File: src/rtl/uart_irq_pkg.sv
package uart_irq_pkg;
  localparam int NSRC = 6;
  localparam int CODE_W = 3;

  // Source slots, listed from highest to lowest priority
  localparam int S_LINE  = 0;
  localparam int S_AMAT  = 1;
  localparam int S_RXD   = 2;
  localparam int S_ASNT  = 3;
  localparam int S_TXE   = 4;
  localparam int S_MODEM = 5;

  function automatic logic [CODE_W-1:0] src_code(input int idx);
    case (idx)
      S_LINE:  return 3'b011;
      S_AMAT:  return 3'b110;
      S_RXD:   return 3'b010;
      S_ASNT:  return 3'b101;
      S_TXE:   return 3'b001;
      default: return 3'b000;
    endcase
  endfunction
endpackage

File: src/rtl/uart_irq_flags.sv
module uart_irq_flags #(
  parameter int N = 6
) (
  input  logic         clk,
  input  logic         rst_n,
  input  logic [N-1:0] set_i,
  input  logic [N-1:0] clr_i,
  output logic [N-1:0] pend_o
);
  for (genvar g = 0; g < N; g++) begin : g_flag
    always_ff @(posedge clk or negedge rst_n) begin
      if (!rst_n)          pend_o[g] <= 1'b0;
      else if (set_i[g])   pend_o[g] <= 1'b1;  // set has precedence
      else if (clr_i[g])   pend_o[g] <= 1'b0;
    end

    assert_set_wins_R9: assert property (@(posedge clk) disable iff (!rst_n)
      set_i[g] |=> pend_o[g]);
    assert_clear_R6: assert property (@(posedge clk) disable iff (!rst_n)
      (clr_i[g] && !set_i[g]) |=> !pend_o[g]);
    assert_hold_R5: assert property (@(posedge clk) disable iff (!rst_n)
      (!clr_i[g] && !set_i[g]) |=> pend_o[g] == $past(pend_o[g]));
  end
endmodule

File: src/rtl/uart_irq_prio.sv
module uart_irq_prio
  import uart_irq_pkg::*;
#(
  parameter int N = NSRC
) (
  input  logic              clk,
  input  logic              rst_n,
  input  logic [N-1:0]      pend_i,
  input  logic [N-1:0]      en_i,
  output logic [CODE_W-1:0] code_o,
  output logic              none_o
);
  logic [N-1:0] live;
  assign live = pend_i & en_i;

  // Walk from lowest to highest priority so the highest one lands last
  always_comb begin
    code_o = '0;
    none_o = 1'b1;
    for (int i = N - 1; i >= 0; i--) begin
      if (live[i]) begin
        code_o = src_code(i);
        none_o = 1'b0;
      end
    end
  end

  assert_idle_code_R2: assert property (@(posedge clk) disable iff (!rst_n)
    none_o |-> (code_o == 3'b000 && live == '0));
  assert_line_first_R4: assert property (@(posedge clk) disable iff (!rst_n)
    live[S_LINE] |-> (code_o == 3'b011 && !none_o));
  assert_amat_over_rxd_R4: assert property (@(posedge clk) disable iff (!rst_n)
    (live[S_AMAT] && !live[S_LINE]) |-> code_o == 3'b110);
  assert_asnt_over_txe_R4: assert property (@(posedge clk) disable iff (!rst_n)
    (live[S_ASNT] && live[S_TXE] && live[S_RXD:S_LINE] == '0) |-> code_o == 3'b101);
endmodule

File: src/rtl/uart_irq_addr.sv
module uart_irq_addr #(
  parameter int          AW     = 8,
  parameter logic [AW-1:0] RST_VAL = 8'hAA
) (
  input  logic          clk,
  input  logic          rst_n,
  input  logic          wr_i,
  input  logic [AW-1:0] wdata_i,
  input  logic          rx_valid_i,
  input  logic [AW-1:0] rx_byte_i,
  output logic [AW-1:0] addr_o,
  output logic          hit_o
);
  always_ff @(posedge clk or negedge rst_n) begin
    if (!rst_n)    addr_o <= RST_VAL;
    else if (wr_i) addr_o <= wdata_i;
  end

  assign hit_o = rx_valid_i && (rx_byte_i == addr_o);

  assert_addr_load_R10: assert property (@(posedge clk) disable iff (!rst_n)
    wr_i |=> addr_o == $past(wdata_i));
  assert_addr_keep_R10: assert property (@(posedge clk) disable iff (!rst_n)
    !wr_i |=> $stable(addr_o));
endmodule

File: src/rtl/uart_irq_ident.sv
module uart_irq_ident
  import uart_irq_pkg::*;
#(
  parameter int            AW       = 8,
  parameter logic [AW-1:0] ADDR_RST = 8'hAA
) (
  input  logic          clk,
  input  logic          rst_n,
  input  logic          en_line,
  input  logic          en_rx,
  input  logic          en_tx,
  input  logic          en_modem,
  input  logic          ev_line_err,
  input  logic          ev_rx_full,
  input  logic          ev_tx_empty,
  input  logic          ev_modem,
  input  logic          ev_addr_sent,
  input  logic          rx_valid,
  input  logic [AW-1:0] rx_byte,
  input  logic          addr_wr,
  input  logic [AW-1:0] addr_wdata,
  output logic [AW-1:0] addr_q,
  input  logic          rd_rxdata,
  input  logic          rd_stat0,
  input  logic          rd_stat1,
  input  logic          rd_ident,
  input  logic          wr_txdata,
  output logic [3:0]    ident,
  output logic          irq
);
  logic [NSRC-1:0]   set_v, clr_v, pend, en_v;
  logic [CODE_W-1:0] code;
  logic              none, hit, irq_q;

  uart_irq_addr #(.AW(AW), .RST_VAL(ADDR_RST)) u_addr (
    .clk(clk), .rst_n(rst_n), .wr_i(addr_wr), .wdata_i(addr_wdata),
    .rx_valid_i(rx_valid), .rx_byte_i(rx_byte), .addr_o(addr_q), .hit_o(hit)
  );

  always_comb begin
    set_v          = '0;
    set_v[S_LINE]  = ev_line_err;
    set_v[S_AMAT]  = hit;
    set_v[S_RXD]   = ev_rx_full;
    set_v[S_ASNT]  = ev_addr_sent;
    set_v[S_TXE]   = ev_tx_empty;
    set_v[S_MODEM] = ev_modem;

    en_v          = '0;
    en_v[S_LINE]  = en_line;
    en_v[S_AMAT]  = en_rx;
    en_v[S_RXD]   = en_rx;
    en_v[S_ASNT]  = en_tx;
    en_v[S_TXE]   = en_tx;
    en_v[S_MODEM] = en_modem;

    // A read of the identification register retires only the transmit-side
    // source it reports in that same cycle
    clr_v          = '0;
    clr_v[S_LINE]  = rd_stat0;
    clr_v[S_AMAT]  = rd_rxdata;
    clr_v[S_RXD]   = rd_rxdata;
    clr_v[S_ASNT]  = wr_txdata | (rd_ident && !none && code == src_code(S_ASNT));
    clr_v[S_TXE]   = wr_txdata | (rd_ident && !none && code == src_code(S_TXE));
    clr_v[S_MODEM] = rd_stat1;
  end

  uart_irq_flags #(.N(NSRC)) u_flags (
    .clk(clk), .rst_n(rst_n), .set_i(set_v), .clr_i(clr_v), .pend_o(pend)
  );

  uart_irq_prio #(.N(NSRC)) u_prio (
    .clk(clk), .rst_n(rst_n), .pend_i(pend), .en_i(en_v),
    .code_o(code), .none_o(none)
  );

  always_ff @(posedge clk or negedge rst_n) begin
    if (!rst_n) irq_q <= 1'b0;
    else        irq_q <= !none;
  end

  assign ident = {code, none};
  assign irq   = irq_q;

  assert_irq_follows_R11: assert property (@(posedge clk) disable iff (!rst_n)
    irq == $past(ident[0] == 1'b0) || $past(!rst_n));
  assert_ident_read_keeps_other_R8: assert property (@(posedge clk) disable iff (!rst_n)
    (rd_ident && !none && code == 3'b001 && !wr_txdata && !ev_addr_sent)
      |=> pend[S_ASNT] == $past(pend[S_ASNT]));
  assert_mismatch_no_set_R10: assert property (@(posedge clk) disable iff (!rst_n)
    (rx_valid && rx_byte != addr_q && !rd_rxdata) |=> pend[S_AMAT] == $past(pend[S_AMAT]));
endmodule

File: config.mk
export PLATFORM = sky130hd
export DESIGN_NAME = uart_irq_ident
export DESIGN_NICKNAME = d
export VERILOG_FILES = /design/src/rtl/uart_irq_pkg.sv /design/src/rtl/uart_irq_flags.sv /design/src/rtl/uart_irq_prio.sv /design/src/rtl/uart_irq_addr.sv /design/src/rtl/uart_irq_ident.sv
export SDC_FILE = /design/constraint.sdc
export NUM_CORES = 1
export LEC_CHECK = 0
export BUFFER_PORTS_ARGS = -buffer_cell sky130_fd_sc_hd__buf_2
export CAP_MARGIN = 20
export CORE_ASPECT_RATIO = 1.1
export CORE_UTILIZATION = 40
export DETAILED_ROUTE_END_ITERATION = 8
export PLACE_DENSITY = 0.78
export SLEW_MARGIN = 15
export SYNTH_ARGS = -nofsm -noshare
export SYNTH_HDL_FRONTEND = slang
export SYNTH_HIERARCHICAL = 1
export SYNTH_SLANG_ARGS = --single-unit
File: constraint.sdc
create_clock -name clk -period 1.4 [get_ports clk]
set_input_delay 0.14 -clock clk [delete_from_list [all_inputs] [get_ports clk]]
set_output_delay 0.14 -clock clk [all_outputs]
set_load 0.005 [all_outputs]
==> metrics.txt, run 1 <==
sequential share of the synthesized area approximately 49%; Final #Nets ~150; critical path class flip-flop to flip-flop; largest net degree at the start of global routing 16; # DRC 4; vias between 600 and 700; Worst-Skew Late Latency 0.28 ns; Avg Synthesized Cell Area roughly 12 um2; TritonCTS clock tree done; Worst Path Max Fanout 3; DR iter-0 viols 7; final antenna-violating net count 0; Period minus WS final 1.396 ns; RSZ-0062 raised after global routing true; CTS sink count 15; slowest library cell on the worst path dfrtp_1; RD Place Congestion roughly 0.77; Pwr Total just under 0.001 W; #FFs+latches synth 15; Mapped Cells 66; Syn Std Cell Area just under 800 um2; # H-tree levels 1; Port Buf Inserts 46; arrival time worst endpoint between 1.5 and 2 ns; First-pass DRT Iterations 5; cell taking the most area after synthesis dfrtp_1; Worst Setup Slack, final 0.004386 ns; Least-Margin Pin Slew 0.3419 ns; number of antenna diodes 0; Root Buffer clkbuf_4; Synth cell types 18; Pwr Density 903.2 mW/mm2; height of the die 48.30 um; Final Max Slew Viols 0; Fmax roughly 700 MHz; vias per cell approximately 4.7; worst slack, placed between 0.05 and 0.06 ns; VDD IR-drop max about 0.49 mV; CP Data Required Time roughly 1.6 ns; Tcrit/Tclk final about 100%; CP startpoint kind flip-flop; CP Capture Type flip-flop; WL final roughly 1600 um; max-cap violations 0; Ys Warns 6; Critical path origin u_flags/pend_o[3]; Std-Cell Rows 16; vias in the first global route ~630; biggest cell delay along the critical path around 0.4 ns; status finished, violations left; dominant cells by area after synthesis dfrtp_1 35%, mux2_4 15%, dfstp_2 13%, xnor2_1 9.0%, a21o_1 5.8%; fillers approximately 160; final core area utilization a little over 60%; HP Class input port to flip-flop; global-route wire length before repair about 2600 um; DPL Wire Length between 1000 and 1500 um; cts bufs inserted 3; initial antenna violation count 0; Leak 0.5949 nW; Hold Violations, Final 0; syn_nets 100; failing checks design-rule violations; I/O pin total 47; hold path startpoint ev_modem; DIE AREA roughly 0.0021 mm2; layout cells sized above 1 62.18%; Crit path max-delay family compound AO/OA/AOI/OAI gates; Bufs on Longest Clock Path 2; Die Width between 40 and 50 um; Max-slew headroom a little under 80%; initial core utilization between 40% and 50%; WP buf/inv 2; setup TNS 0 ns; Final Skew 0.009381 ns; WL per Instance between 10 and 15 um; critical path, cell by cell a22oi_2 > buf_4 > o21ai_2 > nand4bb_1 > o21bai_1 > inv_1 > a21o_1; area delta synth->final 40.93%; grt ovf 0; FF-to-FF Start u_flags/pend_o[3]; Synth top area share a little over a third; Core Region ~0.0018 mm2; GR Util All Layers about 17%; final setup vio count 0; clock transition at the registers of the reported paths roughly 0.090 ns
[Yosys cell counts (all sizes together)]
library cell	count
a21boi	1
o21bai	2
mux2	8
inv	8
nand3	3
xnor2	8
nor2	1
nand4	1
nand2	7
dfstp	4
buf	2
a22oi	1
dfrtp	11
o21ai	1
nor3	1
nand4bb	1
a21o	6
[path summary, 6_finish.rpt]
path                                     end  slack (ns)  cells past startpoint
max                        u_flags/pend_o[4]       0.004                      7
min                        u_flags/pend_o[5]        0.03                      2
max reg2reg                u_flags/pend_o[4]       0.004                      7
min reg2reg                u_flags/pend_o[5]        0.48                      1
max in group asynchronous   u_addr/addr_o[1]        0.81                      2
min in group asynchronous  u_flags/pend_o[1]        0.28                      2
[cell type report]
cell class | instances | area, um2 | area share (%)
flip-flops and latches | 15 | 380.4 | 34.62
multi-input cells | 41 | 367.9 | 33.49
repair buffers | 51 | 270.3 | 24.60
inverters | 8 | 30.03 | 2.733
clock buffers | 3 | 22.52 | 2.050
well taps | 18 | 22.52 | 2.050
clock inverters | 1 | 5.005 | 0.4556
[sequential cells by signal (all words and copies together) (netlist names)]
name,cells
irq,1
u_flags/pend_o,6
u_addr/addr_o,8
[report_power, final]
part	switching, W	internal (W)
Clock	0.000138	0.000106
Combinational	0.0000929	0.000147
Sequential	0.0000298	0.000478
[logic make-up (layout without fill, tap and decap cells)]
| group | count (synthesis) | after routing | synth area share (%) |
|---|---|---|---|
| AOI/OAI and AO/OA | 11 | 11 | 10.91 |
| buffers and inverters | 10 | 63 | 6.260 |
| DFF | 15 | 15 | 48.80 |
| and+or+nand+nor | 14 | 14 | 9.632 |
| xor gates and xnor gates | 8 | 8 | 8.989 |
| muxes | 8 | 8 | 15.41 |
[metal layers]
| metal | GRT usage [%] | vias up | share of wire, % |
|---|---|---|---|
| met4 | 6.061 | 0 | 0.82 |
| li1 | - | 322 | - |
| met2 | 27.70 | 37 | 48 |
| met1 | 19.90 | 282 | 42 |
| met3 | 4.851 | 2 | 9.1 |
| met5 | 0 | - | 0 |
[metrics by stage]
| stage | instance area [um2] | instances | hold WS [ns] |
|---|---|---|---|
| 4_1_cts | 1059 | 134 | 0.01731 |
| 3_5_place_dp | 1013 | 128 | 0.06585 |
| 2_1_floorplan | 779.5 | 66 | -0.1556 |
| 5_1_grt | 1099 | 137 | 0.01157 |
| 3_3_place_gp | 1013 | 128 | 0.05872 |
| 6_report | 1099 | 137 | 0.02785 |
[placed cells by master, fill, tap and decap left out]
cell type	n
buf_2	46
dfrtp_1	11
inv_1	8
xnor2_1	8
mux2_4	8
a21o_1	6
nand2_1	5
buf_4	4
dfstp_2	4
clkbuf_4	3
o21bai_1	2
nand3_1	2
nand2_2	2
nand4bb_1	1
clkinv_2	1
dlygate4sd3_1	1
nand4_1	1
nor3_2	1
nand3_2	1
a22oi_2	1
o21ai_2	1
nor2_2	1
a21boi_2	1
[repair_timing]
item                                   4_1_cts  5_1_grt
hold buffers                                 1        0
pin swaps                                    3        6
gates cloned                                 0        0
gates resized for setup                      0        6
setup endpoints to repair                    1        5
setup buffers                                1        3
endpoints found under the hold margin       11        0
[worst register-to-register path, delay by kind of cell (launching register included)]
kind | cells | cell delay (ns)
DFF | 1 | 0.40
buffers and inverters | 2 | 0.19
AOI/OAI and AO/OA | 4 | 0.56
and+or+nand+nor | 1 | 0.15
No activity file was read; power rests on OpenSTA's default activity.
==> inputs of run 2 (changes only) <==
--- a/config.mk
+++ b/config.mk
@@ -5,12 +5,14 @@
 export SDC_FILE = /design/constraint.sdc
 export NUM_CORES = 1
 export LEC_CHECK = 0
+export ABC_CLOCK_PERIOD_IN_PS = 1400
 export BUFFER_PORTS_ARGS = -buffer_cell sky130_fd_sc_hd__buf_2
 export CAP_MARGIN = 20
 export CORE_ASPECT_RATIO = 1.1
-export CORE_UTILIZATION = 40
+export CORE_UTILIZATION = 41
 export DETAILED_ROUTE_END_ITERATION = 8
-export PLACE_DENSITY = 0.78
+export HOLD_SLACK_MARGIN = 0.1
+export PLACE_DENSITY = 0.8
 export SLEW_MARGIN = 15
 export SYNTH_ARGS = -nofsm -noshare
 export SYNTH_HDL_FRONTEND = slang
==> run 2 against run 1 <==
- the run ends with design-rule violations, negative setup slack left
- sequential share of layout area down 3.6 points
- routed wire length up 16%
- critical path depth down 3
- fmax down 0.51%
- register-to-register slack better by 0.05 ns
- clock power down 3%
- clock skew down 0.0049 ns
- non-clock buffer count up 10
==> metrics.txt, run 2 (same netlist as run 1, synthesis figures left out) <==
status finished, violations left; failing checks design-rule violations, negative setup slack; RSZ-0062 raised after global routing true; FF-to-FF Start u_flags/pend_o[2]; arrival time worst endpoint roughly 1.3 ns; # H-tree levels 1; Core Region 0.001782 mm2; cts bufs inserted 3; Root Buffer clkbuf_4; clock transition at the registers of the reported paths around 0.08 ns; most common cell after layout, fill and taps aside buf_2; Bufs on Longest Clock Path 2; CTS sink count 15; Max-slew headroom between 70 and 80%; Period minus WS final between 1 and 1.5 ns; CP Data Required Time 1.26 ns; Hold Violations, Final 0; Port Buf Inserts 46; Least-Margin Pin Slew 0.3423 ns; fillers 138; Crit. path cell count 4; slowest library cell on the worst path dfrtp_1; global-route wire length before repair between 2000 and 2500 um; VDD IR-drop max between 0.4 and 0.5 mV; critical path class flip-flop to output pin; Crit path max-delay family flip-flops; Final Skew around 0.0045 ns; Most flops, register u_addr/addr_o; Final #Nets roughly 160; largest net degree at the start of global routing 16; most frequent cells in the layout 46 x buf_2, 14 x dlygate4sd3_1, 11 x dfrtp_1; biggest cell delay along the critical path approximately 0.42 ns; initial core utilization between 40% and 50%; HP Class input port to flip-flop; critical path, cell by cell a22oi_2 > nand2_1 > nor2_2 > buf_2; Tcrit/Tclk final 100.2%; Final Max Slew Viols 0; GR Util All Layers approximately 17%; layout cells sized above 1 56.59%; vias per cell roughly 4.7; Critical path origin u_flags/pend_o[3]; WL final roughly 1800 um; DR iter-0 viols 20; number of antenna diodes 0; DPL Wire Length 1206 um; Die Width around 44 um; final setup vio count 1; Leak between 0.6 and 0.7 nW; CP startpoint kind flip-flop; First-pass DRT Iterations 6; final core area utilization between 60% and 70%; cell depth of the worst flop-to-flop path 7; WP buf/inv 1; vias 697; I/O pin total 47; final hold slack around 0.12 ns; Worst-Skew Late Latency roughly 0.27 ns; Worst Path Max Fanout 3; hold path startpoint rd_stat0; area delta synth->final 57.30%; RD Place Congestion about 0.78; CP Capture Type output pin; Hold Path Stages 3; WL per Instance ~12 um; max-cap violations 0; initial antenna violation count 0; setup TNS -0.002832 ns; # DRC 10; Fmax slightly above 700 MHz; max reg flops 8; DIE AREA approximately 0.0021 mm2; Worst Setup Slack, final -0.002832 ns; final antenna-violating net count 0; vias in the first global route roughly 610; height of the die approximately 48 um; Pwr Density between 800 and 900 mW/mm2; TritonCTS clock tree done; grt ovf 0; Std-Cell Rows 16
[run 2: changes by cell type in the layout (fill, tap and decap cells not counted), sizes merged]
cell,before,now
dlygate4sd3,1,14
clkinv,1,0
buf,50,47
clkbuf,3,4
[run 2: routing by layer]
| metal | track usage (%) | vias up | share of wire (%) |
|---|---|---|---|
| met3 | 3.774 | 0 | 6.1 |
| met1 | 19.34 | 317 | 38 |
| met2 | 29.55 | 35 | 56 |
| met4 | 7.500 | 0 | 0 |
| li1 | - | 345 | - |
| met5 | 0 | - | 0 |
[run 2: worst min-delay path: cells and delay by family]
family	cells	cell delay, ns
AOI/OAI and AO/OA	1	0.09
buffers and inverters	2	0.13
[run 2: final timing paths]
path	to	slack (ns)
worst max-delay path	ident[0]	-0.003
worst min-delay path	u_flags/pend_o[0]	0.12
worst max register to register	u_flags/pend_o[4]	0.05
worst min register to register	u_flags/pend_o[0]	0.50
max in group asynchronous	u_addr/addr_o[7]	0.80
min in group asynchronous	irq	0.30
[run 2: layout make-up]
type	count	area [um2]	share of cell area [%]
sequential	15	380.4	31.02
multi-input combinational	41	389.1	31.73
inverter	8	30.03	2.449
timing repair buffer	61	377.9	30.82
clock buffer	4	26.28	2.143
tap	18	22.52	1.837
[run 2: repair_timing]
| action | in CTS | in global routing |
|---|---|---|
| endpoints found under the hold margin | 28 | 0 |
| hold buffers | 14 | 0 |
| buffers inserted | 0 | 1 |
| resized for setup | 0 | 9 |
| setup endpoints to repair | 0 | 5 |
[run 2: where the power goes]
part | total [W] | internal (W) | switching, W
Combinational | 0.000271 | 0.000170 | 0.000101
Clock | 0.000237 | 0.000110 | 0.000127
Sequential | 0.000510 | 0.000478 | 0.0000318
Total | 0.00102 | 0.000758 | 0.000260
[run 2: through the flow]
stage | cell area [um2] | total power [W] | setup slack, ns | instances
2_1_floorplan | 779.5 | 0.0006368 | 0.08966 | 66
3_3_place_gp | 1013 | 0.0007306 | 0.1269 | 128
3_5_place_dp | 1013 | 0.0007371 | 0.04455 | 128
4_1_cts | 1180 | 0.001016 | 0.01295 | 146
5_1_grt | 1226 | 0.001087 | -0.08733 | 147
6_report | 1226 | 0.001018 | -0.002832 | 147
==> inputs of run 3 (changes only) <==
--- a/config.mk
+++ b/config.mk
@@ -8,11 +8,14 @@
 export ABC_CLOCK_PERIOD_IN_PS = 1400
 export BUFFER_PORTS_ARGS = -buffer_cell sky130_fd_sc_hd__buf_2
 export CAP_MARGIN = 20
+export CELL_PAD_IN_SITES_DETAIL_PLACEMENT = 0
+export CELL_PAD_IN_SITES_GLOBAL_PLACEMENT = 2
 export CORE_ASPECT_RATIO = 1.1
-export CORE_UTILIZATION = 41
+export CORE_UTILIZATION = 24
 export DETAILED_ROUTE_END_ITERATION = 8
+export GPL_TIMING_DRIVEN = 0
 export HOLD_SLACK_MARGIN = 0.1
-export PLACE_DENSITY = 0.8
+export PLACE_DENSITY = 0.74
 export SLEW_MARGIN = 15
 export SYNTH_ARGS = -nofsm -noshare
 export SYNTH_HDL_FRONTEND = slang
==> run 3 against run 2 <==
- the run now ends clean
- power increased by 2.7%
- utilization shrank 27 points
- global-route usage fell by 6.0 points
- critical path depth did not move
- sequential power about the same
- count of clock-buffer cells in the layout shrank 1
- via count unchanged
- routed wire length grew 3.5%
- non-clock buffer count is 3 higher
- hold slack better by 0.0020 ns
- sequential cell count stayed put
- cell area up 5.1%
==> metrics.txt, run 3 (same netlist as run 1, synthesis figures left out) <==
global-route wire length before repair between 2000 and 3000 um; max reg flops 8; most common cell after layout, fill and taps aside buf_2; # H-tree levels 1; grt ovf 0; area delta synth->final 65.33%; final antenna-violating net count 0; vias per cell ~4.2; most frequent cells in the layout 45 x buf_2, 15 x dlygate4sd3_1, 11 x dfrtp_1; CP Capture Type output pin; First-pass DRT Iterations 2; DIE AREA 0.003480 mm2; RSZ-0062 raised after global routing true; HP Class input port to flip-flop; Worst Path Max Fanout 2; max-cap violations 0; final hold slack 0.1270 ns; arrival time worst endpoint 1.25 ns; critical path class flip-flop to output pin; Port Buf Inserts 45; vias in the first global route around 670; Leak ~0.65 nW; Least-Margin Pin Slew roughly 0.35 ns; Pwr Density 811.3 mW/mm2; CP startpoint kind flip-flop; cts bufs inserted 3; DPL Wire Length about 1300 um; CP Data Required Time 1.26 ns; final setup vio count 0; initial core utilization around a quarter; CTS sink count 15; WL final about 1900 um; Final Max Slew Viols 0; final core area utilization 41.92%; vias approximately 700; Final Skew between 0.008 and 0.009 ns; Die Width 56.34 um; number of antenna diodes 0; clock transition at the registers of the reported paths approximately 0.090 ns; Final #Nets 167; Tcrit/Tclk final 99.00%; Worst-Skew Late Latency ~0.28 ns; Hold Violations, Final 0; Max-slew headroom roughly 77%; # DRC 0; DR iter-0 viols 7; Period minus WS final approximately 1.4 ns; largest net degree at the start of global routing 16; WL per Instance between 10 and 15 um; Std-Cell Rows 21; TritonCTS clock tree done; status finished, final reports clean; post-place instance area 0.001047 mm2; RD Place Congestion 0.7973; Bufs on Longest Clock Path 2; Fmax between 700 and 800 MHz; layout cells sized above 1 around 58%; Most flops, register u_addr/addr_o; flop2flop setup slack 0.04 ns; I/O pin total 47; VDD IR-drop max 0.4880 mV; setup TNS 0 ns; cell area after layout 0.001289 mm2; GR Util All Layers about a tenth; Root Buffer clkbuf_4; Core Region about 0.0031 mm2; height of the die between 60 and 70 um; initial antenna violation count 0
==> run 3: final cells by class <==
cell class	instances	area, um2
Buffer	1	11.26
Multi-Input combinational cell	41	399.1
Tap cell	34	42.54
Clock inverter	1	5.005
Fill cell	311	1785
Inverter	8	30.03
Clock buffer	3	22.52
Sequential cell	15	380.4
Timing Repair Buffer	63	397.9
==> run 3: final timing paths <==
check / from / endpoint / cells after the start
min: rd_stat0 / u_flags/pend_o[0] / 3
min in group asynchronous: rst_n / u_addr/addr_o[0] / 2
min reg2reg: u_flags/pend_o[5] / u_flags/pend_o[5] / 1
max: u_flags/pend_o[3] / ident[1] / 4
max reg2reg: u_flags/pend_o[3] / u_flags/pend_o[4] / 7
max in group asynchronous: rst_n / u_addr/addr_o[1] / 2
==> run 3: power breakdown <==
part / leakage, nW / internal, W / switching, W
Combinational: 0.470 / 0.000181 / 0.000107
Sequential: 0.166 / 0.000478 / 0.0000308
Clock: 0.0177 / 0.000106 / 0.000143
==> run 3: metrics by stage <==
stage | total power, W | instances | setup WS, ns
2_1_floorplan | 0.0006368 | 66 | 0.08966
3_3_place_gp | 0.0007399 | 145 | 0.03978
3_5_place_dp | 0.0007454 | 145 | 0.04253
4_1_cts | 0.001038 | 164 | 0.009471
5_1_grt | 0.001124 | 166 | -0.05951
6_report | 0.001046 | 166 | 0.01405
==> run 3: layer usage <==
metal,global-route usage (%),wire length [um],up-vias
met5,0,0,-
met4,3.136,0,0
met3,2.277,131,0
met2,20.07,929,36
met1,12.39,832,313
li1,-,-,348
==> run 3: critical path, stage by stage (launching register included) <==
cell,delay [ns]
dfrtp_1,0.40
a22oi_2,0.22
buf_4,0.15
o21ai_4,0.07
buf_2,0.13
==> run 3: timing repair <==
item | in CTS | in global routing
hold endpoints to repair | 28 | 1
endpoints found under the setup margin | 1 | 5
pin swaps | 3 | 5
gates resized for setup | 0 | 10
setup buffers | 2 | 1
hold buffers | 14 | 1
